===== src/rtl/mab_pkg.sv =====
// Package: shared constants and access-size codes for the miss address buffer.
// Assumes: defaults describe a 44-bit physical address, 64-byte blocks, eight slots.
package mab_pkg;

    localparam int unsigned PA_BITS     = 44;
    localparam int unsigned BLOCK_BYTES = 64;
    localparam int unsigned SLOT_COUNT  = 8;
    localparam int unsigned SIZE_BITS   = 2;

    // Access size of the internal reference that missed.
    typedef enum logic [SIZE_BITS-1:0] {
        ACC_BYTE = 2'd0,
        ACC_WORD = 2'd1,
        ACC_LONG = 2'd2,
        ACC_QUAD = 2'd3
    } acc_size_e;

endpackage


===== src/rtl/mab_slot_pick.sv =====
// Module: finds the lowest-numbered free slot.
// Assumes: busy[i] = 1 marks slot i as taken; any_free is 0 when all are taken.
module mab_slot_pick #(
    parameter int unsigned N    = 8,
    parameter int unsigned ID_W = $clog2(N)
) (
    input  logic [N-1:0]    busy,
    output logic            any_free,
    output logic [ID_W-1:0] idx
);

    // Priority scan from the top down, so the lowest free slot wins.
    always_comb begin
        idx      = '0;
        any_free = 1'b0;
        for (int i = int'(N) - 1; i >= 0; i--) begin
            if (!busy[i]) begin
                idx      = ID_W'(i);
                any_free = 1'b1;
            end
        end
    end

endmodule


===== src/rtl/mab_order_fifo.sv =====
// Module: circular FIFO of slot numbers that keeps requests in issue order.
// Assumes: DEPTH is a power of two; the caller never pushes when full or pops when empty.
module mab_order_fifo #(
    parameter int unsigned DEPTH = 8,
    parameter int unsigned W     = 3
) (
    input  logic         clk,
    input  logic         rst_n,
    input  logic         push,
    input  logic [W-1:0] din,
    input  logic         pop,
    output logic [W-1:0] dout,
    output logic         not_empty
);

    localparam int unsigned PTR_W = $clog2(DEPTH);
    localparam int unsigned CNT_W = PTR_W + 1;

    logic [W-1:0]     mem_q [DEPTH];
    logic [PTR_W-1:0] wr_q;
    logic [PTR_W-1:0] rd_q;
    logic [CNT_W-1:0] cnt_q;

    // Pointer and occupancy update.
    always_ff @(posedge clk) begin
        if (!rst_n) begin
            wr_q  <= '0;
            rd_q  <= '0;
            cnt_q <= '0;
        end else begin
            if (push) wr_q <= wr_q + 1'b1;
            if (pop)  rd_q <= rd_q + 1'b1;
            case ({push, pop})
                2'b10:   cnt_q <= cnt_q + 1'b1;
                2'b01:   cnt_q <= cnt_q - 1'b1;
                default: cnt_q <= cnt_q;
            endcase
        end
    end

    // Storage write; data needs no reset because cnt_q guards reads.
    always_ff @(posedge clk) begin
        if (push) mem_q[wr_q] <= din;
    end

    assign dout      = mem_q[rd_q];
    assign not_empty = (cnt_q != '0);

    // the order queue never overflows or underflows.
    a_r4_fifo_no_overflow: assert property (@(posedge clk) disable iff (!rst_n)
        push && !pop |-> cnt_q < CNT_W'(DEPTH));
    a_r4_fifo_no_underflow: assert property (@(posedge clk) disable iff (!rst_n)
        pop |-> cnt_q != '0);

endmodule


===== src/rtl/mab_entry_store.sv =====
// Module: per-slot busy/issued state, stored address, space and size, plus the block match.
// Assumes: allocation targets only a free slot; responses name busy, issued slots.
module mab_entry_store #(
    parameter int unsigned N     = 8,
    parameter int unsigned PA_W  = 44,
    parameter int unsigned OFF_W = 6,
    parameter int unsigned SZ_W  = 2,
    parameter int unsigned ID_W  = $clog2(N)
) (
    input  logic            clk,
    input  logic            rst_n,
    input  logic            alloc_en,
    input  logic [ID_W-1:0] alloc_idx,
    input  logic [PA_W-1:0] alloc_addr,
    input  logic            alloc_io,
    input  logic [SZ_W-1:0] alloc_size,
    input  logic            issue_en,
    input  logic [ID_W-1:0] issue_idx,
    input  logic [N-1:0]    retire_vec,
    input  logic [PA_W-1:0] probe_addr,
    input  logic            probe_en,
    input  logic [ID_W-1:0] err_idx,
    output logic [N-1:0]    valid_vec,
    output logic [N-1:0]    issued_vec,
    output logic [N-1:0]    match_vec,
    output logic [PA_W-1:0] rd_addr,
    output logic            rd_io,
    output logic [SZ_W-1:0] rd_size,
    output logic [PA_W-1:0] err_addr
);

    logic [PA_W-1:0] addr_q [N];
    logic [SZ_W-1:0] size_q [N];
    logic [N-1:0]    io_q;

    for (genvar g = 0; g < N; g++) begin : g_slot
        // Busy and issued flags of one slot.
        always_ff @(posedge clk) begin
            if (!rst_n) begin
                valid_vec[g]  <= 1'b0;
                issued_vec[g] <= 1'b0;
            end else if (alloc_en && alloc_idx == ID_W'(g)) begin
                valid_vec[g]  <= 1'b1;
                issued_vec[g] <= 1'b0;
            end else if (retire_vec[g]) begin
                valid_vec[g]  <= 1'b0;
                issued_vec[g] <= 1'b0;
            end else if (issue_en && issue_idx == ID_W'(g)) begin
                issued_vec[g] <= 1'b1;
            end
        end

        // Payload capture on allocation; the busy flag guards use, so no reset.
        always_ff @(posedge clk) begin
            if (alloc_en && alloc_idx == ID_W'(g)) begin
                addr_q[g] <= alloc_addr;
                io_q[g]   <= alloc_io;
                size_q[g] <= alloc_size;
            end
        end

        // Block compare against a memory miss; a slot that is leaving is not a target.
        assign match_vec[g] = probe_en && valid_vec[g] && !retire_vec[g] && !io_q[g]
                              && (addr_q[g][PA_W-1:OFF_W] == probe_addr[PA_W-1:OFF_W]);

        // a response frees its slot at the next edge.
        a_r7_retire_clears: assert property (@(posedge clk) disable iff (!rst_n)
            retire_vec[g] |=> !valid_vec[g]);
    end

    assign rd_addr  = addr_q[issue_idx];
    assign rd_io    = io_q[issue_idx];
    assign rd_size  = size_q[issue_idx];
    assign err_addr = addr_q[err_idx];

    // allocation only ever lands on a free slot.
    a_r9_alloc_free_slot: assert property (@(posedge clk) disable iff (!rst_n)
        alloc_en |-> !valid_vec[alloc_idx]);

    // no two busy memory slots ever own the same block.
    a_r5_single_block_owner: assert property (@(posedge clk) disable iff (!rst_n)
        probe_en |-> $countones(match_vec) <= 1);

endmodule


===== src/rtl/miss_addr_buf.sv =====
// Module: top of the cache miss address buffer. Accepts misses, merges memory
// misses to the same block, issues requests in order, retires on fill or
// nonexistent-address response, and flags the error one cycle later.
// Assumes: responses name only issued, busy slots; one miss offered per cycle.
module miss_addr_buf
    import mab_pkg::*;
#(
    parameter int unsigned PA_W      = PA_BITS,
    parameter int unsigned BLK_BYTES = BLOCK_BYTES,
    parameter int unsigned N_SLOTS   = SLOT_COUNT,
    parameter int unsigned SZ_W      = SIZE_BITS
) (
    input  logic                       clk,
    input  logic                       rst_n,
    input  logic                       miss_valid,
    input  logic [PA_W-1:0]            miss_addr,
    input  logic [SZ_W-1:0]            miss_size,
    output logic                       miss_ready,
    output logic                       req_valid,
    input  logic                       req_ready,
    output logic [$clog2(N_SLOTS)-1:0] req_id,
    output logic [PA_W-1:0]            req_addr,
    output logic                       req_io,
    output logic [SZ_W-1:0]            req_size,
    input  logic                       fill_valid,
    input  logic [$clog2(N_SLOTS)-1:0] fill_id,
    input  logic                       nxm_valid,
    input  logic [$clog2(N_SLOTS)-1:0] nxm_id,
    output logic                       err_valid,
    output logic [$clog2(N_SLOTS)-1:0] err_id,
    output logic [PA_W-1:0]            err_addr,
    output logic                       buf_full,
    output logic                       buf_empty
);

    localparam int unsigned ID_W  = $clog2(N_SLOTS);
    localparam int unsigned OFF_W = $clog2(BLK_BYTES);

    logic              miss_is_io;
    logic [PA_W-1:0]   miss_aligned;
    logic [N_SLOTS-1:0] valid_vec;
    logic [N_SLOTS-1:0] issued_vec;
    logic [N_SLOTS-1:0] match_vec;
    logic [N_SLOTS-1:0] retire_vec;
    logic              any_free;
    logic [ID_W-1:0]   free_idx;
    logic              accept;
    logic              merge_hit;
    logic              alloc_en;
    logic              issue_en;
    logic              queue_has;
    logic [PA_W-1:0]   err_lookup;

    // Space decode and block alignment of the incoming miss.
    assign miss_is_io   = miss_addr[PA_W-1];
    assign miss_aligned = miss_is_io ? miss_addr
                                     : {miss_addr[PA_W-1:OFF_W], {OFF_W{1'b0}}};

    // Response decode into one retire bit per slot.
    always_comb begin
        for (int i = 0; i < int'(N_SLOTS); i++) begin
            retire_vec[i] = (fill_valid && fill_id == ID_W'(i))
                         || (nxm_valid  && nxm_id  == ID_W'(i));
        end
    end

    // Back-pressure and allocation control.
    assign buf_full   = &valid_vec;
    assign buf_empty  = ~|valid_vec;
    assign miss_ready = !buf_full;
    assign accept     = miss_valid && miss_ready;
    assign merge_hit  = |match_vec;
    assign alloc_en   = accept && !merge_hit && any_free;
    assign req_valid  = queue_has;
    assign issue_en   = req_valid && req_ready;

    mab_slot_pick #(
        .N    (N_SLOTS),
        .ID_W (ID_W)
    ) u_pick (
        .busy     (valid_vec),
        .any_free (any_free),
        .idx      (free_idx)
    );

    mab_order_fifo #(
        .DEPTH (N_SLOTS),
        .W     (ID_W)
    ) u_order (
        .clk       (clk),
        .rst_n     (rst_n),
        .push      (alloc_en),
        .din       (free_idx),
        .pop       (issue_en),
        .dout      (req_id),
        .not_empty (queue_has)
    );

    mab_entry_store #(
        .N     (N_SLOTS),
        .PA_W  (PA_W),
        .OFF_W (OFF_W),
        .SZ_W  (SZ_W),
        .ID_W  (ID_W)
    ) u_store (
        .clk        (clk),
        .rst_n      (rst_n),
        .alloc_en   (alloc_en),
        .alloc_idx  (free_idx),
        .alloc_addr (miss_aligned),
        .alloc_io   (miss_is_io),
        .alloc_size (miss_size),
        .issue_en   (issue_en),
        .issue_idx  (req_id),
        .retire_vec (retire_vec),
        .probe_addr (miss_addr),
        .probe_en   (miss_valid && !miss_is_io),
        .err_idx    (nxm_id),
        .valid_vec  (valid_vec),
        .issued_vec (issued_vec),
        .match_vec  (match_vec),
        .rd_addr    (req_addr),
        .rd_io      (req_io),
        .rd_size    (req_size),
        .err_addr   (err_lookup)
    );

    // Registered error pulse carrying the failed slot and its address.
    always_ff @(posedge clk) begin
        if (!rst_n) begin
            err_valid <= 1'b0;
            err_id    <= '0;
            err_addr  <= '0;
        end else begin
            err_valid <= nxm_valid;
            if (nxm_valid) begin
                err_id   <= nxm_id;
                err_addr <= err_lookup;
            end
        end
    end

    // memory requests leave block-aligned.
    a_r2_mem_aligned: assert property (@(posedge clk) disable iff (!rst_n)
        req_valid && !req_io |-> req_addr[OFF_W-1:0] == '0);

    // a stalled request holds its fields.
    a_r4_req_hold: assert property (@(posedge clk) disable iff (!rst_n)
        req_valid && !req_ready |=> req_valid && $stable(req_id) && $stable(req_addr)
                                    && $stable(req_io) && $stable(req_size));

    // responses only name slots that are busy and already issued.
    a_r7_response_to_issued: assert property (@(posedge clk) disable iff (!rst_n)
        fill_valid |-> valid_vec[fill_id] && issued_vec[fill_id]);
    a_r8_error_to_issued: assert property (@(posedge clk) disable iff (!rst_n)
        nxm_valid |-> valid_vec[nxm_id] && issued_vec[nxm_id]);

endmodule


===== config.mk =====
export PLATFORM = sky130hd
export DESIGN_NAME = miss_addr_buf
export DESIGN_NICKNAME = d
export VERILOG_FILES = /design/src/rtl/mab_pkg.sv /design/src/rtl/mab_slot_pick.sv /design/src/rtl/mab_order_fifo.sv /design/src/rtl/mab_entry_store.sv /design/src/rtl/miss_addr_buf.sv
export SDC_FILE = /design/constraint.sdc
export NUM_CORES = 1
export LEC_CHECK = 0
export ABC_CLOCK_PERIOD_IN_PS = 5900
export BUFFER_PORTS_ARGS = -buffer_cell sky130_fd_sc_hd__buf_4
export CORE_ASPECT_RATIO = 1.4
export CORE_MARGIN = 3
export CORE_UTILIZATION = 55
export CTS_BUF_LIST = sky130_fd_sc_hd__clkbuf_16
export DETAILED_ROUTE_END_ITERATION = 6
export PLACE_DENSITY_LB_ADDON = 0.1
export RECOVER_POWER = 25
export SLEW_MARGIN = 20
export SYNTH_ARGS = -nofsm -noshare
export SYNTH_HDL_FRONTEND = slang
export SYNTH_SLANG_ARGS = --single-unit

===== constraint.sdc =====
create_clock -name clk -period 5.9 [get_ports clk]
set_input_delay 1.77 -clock clk [delete_from_list [all_inputs] [get_ports clk]]
set_output_delay 1.77 -clock clk [all_outputs]
set_load 0.01 [all_outputs]

==> results_dict.tcl <==
set metrics [dict create \
    status "finished clean" \
    switchingPower_w 0.00311 \
    layout_min_cycle_time_ns 5.54 \
    synth_compound_area_share_pct 3.89 \
    async_reset_ff_share_pct 0 \
    synthAdderAreaFrac_pct 0.340 \
    synth.area.mux_share_pct 10.9 \
    fin_util_pct 63.1 \
    worst_pin_slew_ns 1.12 \
    htreeDepth 2 \
    cts-root-buf "clkbuf_16" \
    drt-pass1-iter-count 5 \
    grt_first_pass_wirelength_um 122000 \
    synth-seq-cells 461 \
    antenna_found_initial 1 \
    die_h_um 255 \
    postCtsHoldBufs 0 \
    rows 90 \
    drive_gt1_share_pct 15.5 \
    clk_path_buf_depth 3 \
    synthFlopType "edfxtp_1" \
    leakage_nw 10.5 \
    tns_ns 0 \
    yosys_warnings 0 \
    synth.avg_cell_area_sq_um 11.6 \
    fillers 3424 \
    power.density_nw_per_um2 342 \
    slew_headroom_pct 25.1 \
    yosys.area.top_type "edfxtp_1" \
    pwr-share-clk_pct 31.0 \
    dp.cells 2685 \
    insertion_delay_ns 0.57 \
    synth_top_family_by_area "simple AND/OR/NAND/NOR gates" \
    max_freq_mhz 180 \
    netlist_area_sq_um 24300 \
    drv_slew 0 \
    post_cts_buffers 0 \
    via_per_inst 6.60 \
    place_congestion 1.09 \
    grt_pass1_vias 17500 \
    dp_hpwl_um 57000 \
    numPortBuffers 159 \
    syn_inst 2095 \
    seqPwrFrac_pct 40.0 \
    rsz0062_at_grt "no" \
    peakVddDrop_mv 0.373 \
    cts-resized-gates 0 \
    arrival_ns 3.77 \
    die-area_sq_um 46700 \
    synthTopCellsByCount "nand2_1, edfxtp_1, xor2_1" \
    worstSetupPathType "flop to primary output" \
    p_comb_share_pct 29.0 \
    postRouteAntennaNets 0 \
    synth_xor_area_share_pct 10.8 \
    synth_cell_type_count 47 \
    fp.coreArea_sq_um 43400 \
    path_clk_slew_ns 0.06 \
    nets 2246 \
    synthSimpleGateAreaFrac_pct 16.9 \
    setup_viol 0 \
    io_pins 160 \
    crit_required_ns 4.13 \
    tritoncts "done" \
    cp-end-kind "primary output" \
    numCtsBuffers 47 \
    grt_usage_pct 35.9 \
    yosysTopAreaCellShare_pct 48.5 \
    period_share_pct 93.9 \
    fin_skew_ns 0.0203 \
    routedWlPerCell_um 30.5 \
    start_kind "flop" \
    drc 0 \
    multi_input_area_sq_um 10400 \
    drt_iter0_markers 2188 \
    ys_top_cells_by_area "edfxtp_1, xor2_1, mux4_2, nand2_1, dfxtp_1" \
    initial_utilization_pct 56.0 \
    sw_frac_of_total_pct 33.3 \
    die_w_um 184 \
    syn-num-nets 2159 \
    hold_path_class "flop to flop" \
    area_growth_pct 12.7 \
    path_max_fanout 182 \
    seqCellArea_sq_um 13200 \
    hold_violations 0 \
    wl_um 84700 \
    maxCapViolations 0 \
    intPower_w 0.00624 \
    synth_edf_count 392 \
    grt.overflow.total 0 \
    clock_sink_count 461 \
    final_cells 2774 \
    yosysSeqAreaShare_pct 54.2 \
    vias 18300 \
    yosysMostFrequentCell "nand2_1" \
    grt_max_degree 183 \
]
==> per-layer routing <==
| metal | wire length (um) | up-vias | part of all wire [%] | GRT usage, % |
|---|---|---|---|---|
| met2 | 40900 | 1167 | 48 | 59.3 |
| met3 | 7470 | 294 | 8.8 | 5.55 |
| met5 | 0 | - | 0 | 0 |
| met1 | 29400 | 9049 | 35 | 44.0 |
| met4 | 6940 | 0 | 8.2 | 23.5 |
| li1 | - | 7792 | - | - |
==> layout make-up <==
class	instances	share of cell area, %
Clock buffer	49	4.48
Clock inverter	38	0.942
Multi-Input combinational cell	1457	38.1
Timing Repair Buffer	194	5.55
Sequential cell	461	48.1
Tap cell	552	2.52
Antenna cell	2	0.0183
Inverter	21	0.316
==> final timing paths <==
kind	end	slack (ns)	start	cells past startpoint
max reg2reg	u_order.cnt_q[3]	2.05	u_store.addr_q[6][27]	14
max	req_addr[37]	0.36	flop	8
min reg2reg	err_addr[30]	0.48	err_addr[30]	1
min	err_addr[30]	0.48	err_addr[30]	1
==> per-stage QoR <==
step | cell area [sq um] | worst slack (ns) | hold slack (ns) | power [W]
CTS | 27500 | 0.357 | 0.482 | 0.00937
floorplan | 24300 | 0.829 | 0.459 | 0.00536
global placement | 26000 | 0.499 | 0.461 | 0.00646
global route | 27400 | 0.215 | 0.494 | 0.00972
detailed placement | 26000 | 0.494 | 0.468 | 0.00650
finish | 27400 | 0.359 | 0.478 | 0.00934
==> power by group through the flow <==
stage                     clock network [W]  registers (W)  logic (W)
after floorplan                           0        0.00379    0.00157
after global placement                    0        0.00380    0.00266
after detailed placement                  0        0.00381    0.00270
after CTS                           0.00292        0.00374    0.00271
after global routing                0.00306        0.00375    0.00291
final                               0.00290        0.00374    0.00271
==> kinds of logic after synthesis <==
group                      after synthesis
and+or+nand+nor                        881
DFF                                    461
xor gates and xnor gates               298
buffers and inverters                  177
muxes                                  146
AOI/OAI and AO/OA                      126
adders and majority gates                6
==> placed cells by master (no fill, tap or decap), types with 5 or more instances in the layout <==
cell type / count
o211a_1: 44
nor3_1: 13
and2_1: 15
dfxtp_1: 69
xnor2_1: 6
inv_1: 34
buf_12: 14
nor2b_1: 5
a32o_1: 8
buf_4: 148
clkbuf_16: 49
nor2_1: 7
mux4_2: 94
ha_1: 5
xor2_1: 292
clkinv_2: 7
nand4_1: 18
o21ai_0: 56
nand2_1: 474
mux2i_1: 49
clkbuf_1: 31
nand3_1: 234
clkinv_1: 6
edfxtp_1: 392
and3_2: 8
nor4_1: 75
==> state kept, by name, indices dropped and copies added, names as in the netlist, named ones only <==
register / cells
err_addr: 44
err_id: 3
err_valid: 1
u_order.cnt_q: 4
u_order.mem_q: 24
u_order.rd_q: 3
u_order.wr_q: 3
u_store.addr_q: 352
u_store.size_q: 16
u_store.valid_vec: 8
==> critical path, cell delays in order (launching register included) <==
cell	delay (ns)
dfxtp_1	0.56
mux4_2	0.60
mux2i_4	0.27
buf_12	0.65
nand2_1	0.12
nand3_1	0.11
o21ai_0	0.08
o21ai_0	0.42
buf_4	0.21
(Power assumes the default switching activity.)
